===== config.mk =====
export PLATFORM = sky130hd
export DESIGN_NAME = gpio_bank
export DESIGN_NICKNAME = d
export VERILOG_FILES = /design/src/rtl/gpio_bank_pkg.sv /design/src/rtl/gpio_sync.sv /design/src/rtl/gpio_regs.sv /design/src/rtl/gpio_sense.sv /design/src/rtl/gpio_bank.sv
export SDC_FILE = /design/constraint.sdc
export NUM_CORES = 1
export LEC_CHECK = 0
export ABC_AREA = 1
export CAP_MARGIN = 40
export CORE_ASPECT_RATIO = 1.2
export CORE_MARGIN = 3
export CORE_UTILIZATION = 48
export DETAILED_ROUTE_END_ITERATION = 8
export PLACE_DENSITY = 0.89
export SLEW_MARGIN = 15
export SYNTH_ARGS = -nofsm -noshare
export SYNTH_HDL_FRONTEND = slang
export SYNTH_SLANG_ARGS = --single-unit

===== constraint.sdc =====
create_clock -name clk -period 1.4 [get_ports clk]
set_input_delay 0.28 -clock clk [delete_from_list [all_inputs] [get_ports clk]]
set_output_delay 0.28 -clock clk [all_outputs]
set_load 0.01 [all_outputs]

===== src/rtl/gpio_bank_pkg.sv =====
package gpio_bank_pkg;
  localparam int unsigned BUS_AW = 5;
  localparam int unsigned BUS_DW = 32;

  localparam logic [BUS_AW-1:0] OFF_DIR = 5'h00;
  localparam logic [BUS_AW-1:0] OFF_OUT = 5'h08;
  localparam logic [BUS_AW-1:0] OFF_PIN = 5'h0C;
  localparam logic [BUS_AW-1:0] OFF_IEN = 5'h10;
  localparam logic [BUS_AW-1:0] OFF_CTL = 5'h14;

  localparam int unsigned CTL_CLKEN = 0;
  localparam int unsigned CTL_SRST  = 1;
  localparam logic [1:0]  CTL_RESET_VAL = 2'b10;

  function automatic logic is_mapped(input logic [BUS_AW-1:0] a);
    return (a == OFF_DIR) || (a == OFF_OUT) || (a == OFF_PIN) ||
           (a == OFF_IEN) || (a == OFF_CTL);
  endfunction
endpackage


===== src/rtl/gpio_sync.sv =====
module gpio_sync #(
  parameter int unsigned W      = 16,
  parameter int unsigned STAGES = 2
) (
  input  logic         clk,
  input  logic         rst,
  input  logic [W-1:0] d,
  output logic [W-1:0] q
);
  logic [W-1:0] chain [STAGES];

  always_ff @(posedge clk) begin
    if (rst) chain[0] <= '0;
    else     chain[0] <= d;
  end

  generate
    for (genvar s = 1; s < STAGES; s++) begin : g_stage
      always_ff @(posedge clk) begin
        if (rst) chain[s] <= '0;
        else     chain[s] <= chain[s-1];
      end
    end
  endgenerate

  assign q = chain[STAGES-1];
endmodule


===== src/rtl/gpio_regs.sv =====
module gpio_regs
  import gpio_bank_pkg::*;
#(
  parameter int unsigned NPIN = 16
) (
  input  logic              clk,
  input  logic              rst,
  input  logic              bus_req,
  input  logic              bus_wr,
  input  logic [BUS_AW-1:0] bus_addr,
  input  logic [BUS_DW-1:0] bus_wdata,
  output logic [BUS_DW-1:0] bus_rdata,
  input  logic [NPIN-1:0]   pin_state,
  output logic [NPIN-1:0]   dir_q,
  output logic [NPIN-1:0]   out_q,
  output logic [NPIN-1:0]   ie_q,
  output logic [1:0]        ctl_q
);
  localparam int unsigned PAD = BUS_DW - NPIN;

  logic            wr_en;
  logic            rd_en;
  logic [NPIN-1:0] wmask;
  logic [NPIN-1:0] wval;
  logic [BUS_DW-1:0] rd_mux;

  assign wr_en = bus_req && bus_wr;
  assign rd_en = bus_req && !bus_wr;
  assign wmask = bus_wdata[16 +: NPIN];
  assign wval  = bus_wdata[NPIN-1:0];

  always_ff @(posedge clk) begin
    if (rst) begin
      dir_q <= '0;
      out_q <= '0;
      ie_q  <= '0;
      ctl_q <= CTL_RESET_VAL;
    end else begin
      if (wr_en && bus_addr == OFF_CTL) ctl_q <= bus_wdata[1:0];
      if (ctl_q[CTL_SRST]) begin
        dir_q <= '0;
        out_q <= '0;
        ie_q  <= '0;
      end else if (wr_en) begin
        case (bus_addr)
          OFF_DIR: dir_q <= wval;
          OFF_OUT: out_q <= (out_q & ~wmask) | (wval & wmask);
          OFF_IEN: ie_q  <= wval;
          default: ;
        endcase
      end
    end
  end

  always_comb begin
    rd_mux = '0;
    case (bus_addr)
      OFF_DIR: rd_mux = {{PAD{1'b0}}, dir_q};
      OFF_OUT: rd_mux = {{PAD{1'b0}}, out_q};
      OFF_PIN: rd_mux = {{PAD{1'b0}}, pin_state};
      OFF_IEN: rd_mux = {{PAD{1'b0}}, ie_q};
      OFF_CTL: rd_mux = {{(BUS_DW-2){1'b0}}, ctl_q};
      default: rd_mux = '0;
    endcase
  end

  always_ff @(posedge clk) begin
    if (rst)        bus_rdata <= '0;
    else if (rd_en) bus_rdata <= rd_mux;
  end

  // unmasked output bits never move on a masked write
  assert_masked_keep_R3: assert property (@(posedge clk) disable iff (rst)
    (wr_en && bus_addr == OFF_OUT && !ctl_q[CTL_SRST]) |=>
      (((out_q ^ $past(out_q)) & ~$past(bus_wdata[16 +: NPIN])) == '0));

  // soft reset leaves the writable registers cleared
  assert_srst_clear_R9: assert property (@(posedge clk) disable iff (rst)
    ctl_q[CTL_SRST] |=> (dir_q == '0 && out_q == '0 && ie_q == '0));

  // unmapped reads return zero
  assert_unmapped_zero_R11: assert property (@(posedge clk) disable iff (rst)
    (rd_en && !is_mapped(bus_addr)) |=> (bus_rdata == '0));
endmodule


===== src/rtl/gpio_sense.sv =====
module gpio_sense #(
  parameter int unsigned NPIN         = 16,
  parameter bit          HI_EN_AT_LOW = 1'b0
) (
  input  logic              clk,
  input  logic              rst,
  input  logic              clk_en,
  input  logic [NPIN-1:0]   lvl,
  input  logic [NPIN-1:0]   ie,
  output logic [NPIN-1:0]   pstate,
  output logic [NPIN/2-1:0] lo_req,
  output logic              shared_req
);
  localparam int unsigned HALF = NPIN / 2;

  logic [HALF-1:0] hi_en;

  assign hi_en = HI_EN_AT_LOW ? ie[HALF-1:0] : ie[NPIN-1:HALF];

  always_ff @(posedge clk) begin
    if (rst)         pstate <= '0;
    else if (clk_en) pstate <= lvl;
  end

  always_ff @(posedge clk) begin
    if (rst) shared_req <= 1'b0;
    else     shared_req <= clk_en && (|(pstate[NPIN-1:HALF] & hi_en));
  end

  assign lo_req = pstate[HALF-1:0];

  // clock gated off freezes the captured state
  assert_frozen_state_R10: assert property (@(posedge clk) disable iff (rst)
    !clk_en |=> $stable(pstate));

  // clock gated off silences the shared request
  assert_gated_low_R10: assert property (@(posedge clk) disable iff (rst)
    !clk_en |=> !shared_req);

  // no enabled upper pin means no shared request
  assert_no_enable_quiet_R5: assert property (@(posedge clk) disable iff (rst)
    (hi_en == '0) |=> !shared_req);
endmodule


===== src/rtl/gpio_bank.sv =====
module gpio_bank
  import gpio_bank_pkg::*;
#(
  parameter int unsigned NPIN         = 16,
  parameter int unsigned SYNC_STAGES  = 2,
  parameter bit          HI_EN_AT_LOW = 1'b0
) (
  input  logic              clk,
  input  logic              rst,
  input  logic              bus_req,
  input  logic              bus_wr,
  input  logic [4:0]        bus_addr,
  input  logic [31:0]       bus_wdata,
  output logic [31:0]       bus_rdata,
  input  logic [15:0]       pin_in,
  output logic [15:0]       pin_out,
  output logic [15:0]       pin_oe,
  output logic [7:0]        lo_req,
  output logic              shared_req
);
  logic [NPIN-1:0] lvl_sync;
  logic [NPIN-1:0] pstate;
  logic [NPIN-1:0] ie_q;
  logic [1:0]      ctl_q;

  gpio_sync #(.W(NPIN), .STAGES(SYNC_STAGES)) u_sync (
    .clk (clk),
    .rst (rst),
    .d   (pin_in),
    .q   (lvl_sync)
  );

  gpio_regs #(.NPIN(NPIN)) u_regs (
    .clk       (clk),
    .rst       (rst),
    .bus_req   (bus_req),
    .bus_wr    (bus_wr),
    .bus_addr  (bus_addr),
    .bus_wdata (bus_wdata),
    .bus_rdata (bus_rdata),
    .pin_state (pstate),
    .dir_q     (pin_oe),
    .out_q     (pin_out),
    .ie_q      (ie_q),
    .ctl_q     (ctl_q)
  );

  gpio_sense #(.NPIN(NPIN), .HI_EN_AT_LOW(HI_EN_AT_LOW)) u_sense (
    .clk        (clk),
    .rst        (rst),
    .clk_en     (ctl_q[CTL_CLKEN]),
    .lvl        (lvl_sync),
    .ie         (ie_q),
    .pstate     (pstate),
    .lo_req     (lo_req),
    .shared_req (shared_req)
  );
endmodule


==> impl_metrics.csv <==
group,metric,value,unit
clocking,insertion_delay,0.41,ns
route,first_iter_violations,303,
logic_synthesis,synth.largest_area_cell,"dfxtp_1",
route,vias,4878,
logic_synthesis,syn_avg_cell_area,7.51,um^2
floorplan,io_pins,130,
global_route,grt_pass1_vias,4841,
sta,finClkSkew,0.00850,ns
route,ant_nets,0,
clocking,clkTransAtPathRegs,0.05,ns
global_route,antenna_found_initial,0,
clocking,cts_num_sinks,115,
sta,hold_viol_final,0,
global_route,track_usage,25.6,%
floorplan,num_rows,39,
setup_path,worstPathRequired,1.12,ns
floorplan,start_util,49.7,%
finish,stdcell_count,905,
clocking,holdBufCountCts,0,
setup_path,cp-end-kind,"primary output",
setup_path,crit_fanout,3,
floorplan,die_w,97.0,um
finish,postLayoutCoreUtil,70.6,%
finish,nets,827,
logic_synthesis,yosys.area.top_type_share,48.2,%
logic_synthesis,synth_area_leaders,"dfxtp_1, nand2_1, nor2_1",
global_route,grt_max_degree,31,
finish,insertedDiodeCount,0,
floorplan,fp.dieH,115,um
finish,seq_area,2310,um^2
route,dr.pass1.iters,5,
logic_synthesis,synth.distinct_cells,27,
pwr,irDropWorstVdd,0.000759,V
floorplan,die_area,11200,um^2
sta,timing.final.crit_share,97.8,%
finish,multi_input_area,1990,um^2
route,wl_per_cell,16.2,um
flow_run,maxCapViolations,0,
route,totalWireLength,14600,um
logic_synthesis,ys_warn_count,0,
placed_design,routabilityCongestion,0.857,
sta,fmax,0.730,GHz
status,outcome,"completed",
clocking,cts_max_level,4,
sta,drv_slew,0,
finish,syn_to_final_growth,42.1,%
pwr,leakage,3.07,nW
floorplan,core_area,9610,um^2
placed_design,place_hpwl,10300,um
finish,drive_gt1_share,13.7,%
placed_design,io_buffers,113,
pwr,power_density,1200,nW/um^2
sta,period_minus_slack,1.37,ns
logic_synthesis,syn_inst,636,
setup_path,cp_top_family,"flip-flops",
logic_synthesis,ys_ff_latch,115,
setup_path,crit_path_start_kind,"flip-flop",
setup_path,path_buf_inv,1,
setup_path,crit_type,"flip-flop to primary output",
logic_synthesis,ys_seq_area_share,48.2,%
clocking,cts_tree,"done",
route,drc,0,
global_route,grt.overflow.total,0,
clocking,cts_buffers,17,
placed_design,dp.cells,872,
setup_path,path_cells,"dlygate4sd2_1",
global_route,grt_pass1_wl,22800,um
setup_path,arrival,1.09,ns
clocking,cts_buffer_depth,2,
finish,fillers,752,
pwr,finalPower,8.16,mW
min_path,hp-class,"primary input to flip-flop",
route,viasPerCell,5.39,
setup_path,max_stage_delay,0.39,ns
sta,finalSetupViolCount,0,
sta,finalSetupTns,0,ns
clocking,clockRootBuffer,"clkbuf_16",
logic_synthesis,netlist_area,4770,um^2
setup_path,timing.critical_path.slowest_stage_cell,"dfxtp_1",
[placed cells by master (no fill, tap or decap), types with 3 or more instances in the layout]
master / instances
dfxtp_2: 4
o21ai_1: 28
nand3_1: 15
dlygate4sd2_1: 56
clkinv_2: 3
dfxtp_1: 111
clkbuf_16: 17
nand4_1: 57
inv_1: 42
nor2_4: 6
clkbuf_8: 6
conb_1: 16
o21ai_0: 28
nand2_1: 107
buf_6: 4
clkdlybuf4s50_1: 52
nor2_1: 103
inv_2: 5
buf_4: 41
dlymetal6s2s_1: 3
a21oi_1: 47
buf_12: 5
[synthesized netlist by cell type, drive strengths merged]
library cell  number
o21ai             57
inv               47
a41oi              1
conb               1
a21oi             48
buf               47
clkinv             2
o211ai             1
nor3               1
nor2             111
dfxtp            115
nand3             17
a211oi             2
clkbuf            17
nand2            110
nand4             57
a221oi             2
[cells by family after synthesis]
| group | after synthesis | share of synthesized area, % |
|---|---|---|
| simple gates | 296 | 27.7 |
| flops | 115 | 48.2 |
| other cells | 1 | 0.0785 |
| buf+inv | 113 | 12.0 |
| compound gates | 111 | 12.0 |
[where the power goes]
group / switching (mW) / internal [mW] / total [mW]
Clock: 1.42 / 2.88 / 4.30
Combinational: 0.270 / 0.243 / 0.513
Sequential: 0.0185 / 3.33 / 3.35
[routing by layer]
layer	up-vias	track usage (%)	routed length, um
met5	-	0	0
met4	0	13.6	599
met3	48	6.61	923
met2	213	47.8	7720
met1	2287	26.4	5380
li1	2330	-	-
[stage by stage]
stage | hold slack [ns] | setup WS (ns) | instance area, um^2
after global routing | 0.380 | -0.00625 | 6780
after floorplan | 0.387 | 0.0963 | 4830
after CTS | 0.375 | -0.0247 | 6700
after detailed placement | 0.393 | -0.429 | 6160
final | 0.387 | 0.0307 | 6780
after global placement | 0.390 | -0.381 | 6160
[cell type report]
type | count | area share (%)
sequential | 115 | 34.0
clock inverter | 8 | 1.46
clock buffer | 23 | 7.49
inverter | 49 | 2.78
timing repair buffer | 164 | 22.6
multi-input combinational | 423 | 29.3
tap | 123 | 2.27
[timing repair]
action / 4_1_cts / 5_1_grt
setup endpoints to repair: 71 / 51
gates resized for setup: 61 / 32
pin swaps: 0 / 5
setup buffers: 0 / 2
[worst paths after layout]
check             slack [ns]  depth (start not counted)                      startpoint                             end
setup / recovery        0.03                          1                       flip-flop                     pin_out[12]
hold / removal          0.39                          3                      pin_in[12]  u_sync.chain[0][12]$_SDFF_PP0_
setup reg to reg        0.35                          5    u_regs.ctl_q[1]$_SDFFE_PP1P_   u_regs.dir_q[10]$_SDFFE_PP0P_
hold reg to reg         0.40                          2  u_sync.chain[0][11]$_SDFF_PP0_  u_sync.chain[1][11]$_SDFF_PP0_
(Power assumes the default switching activity.)
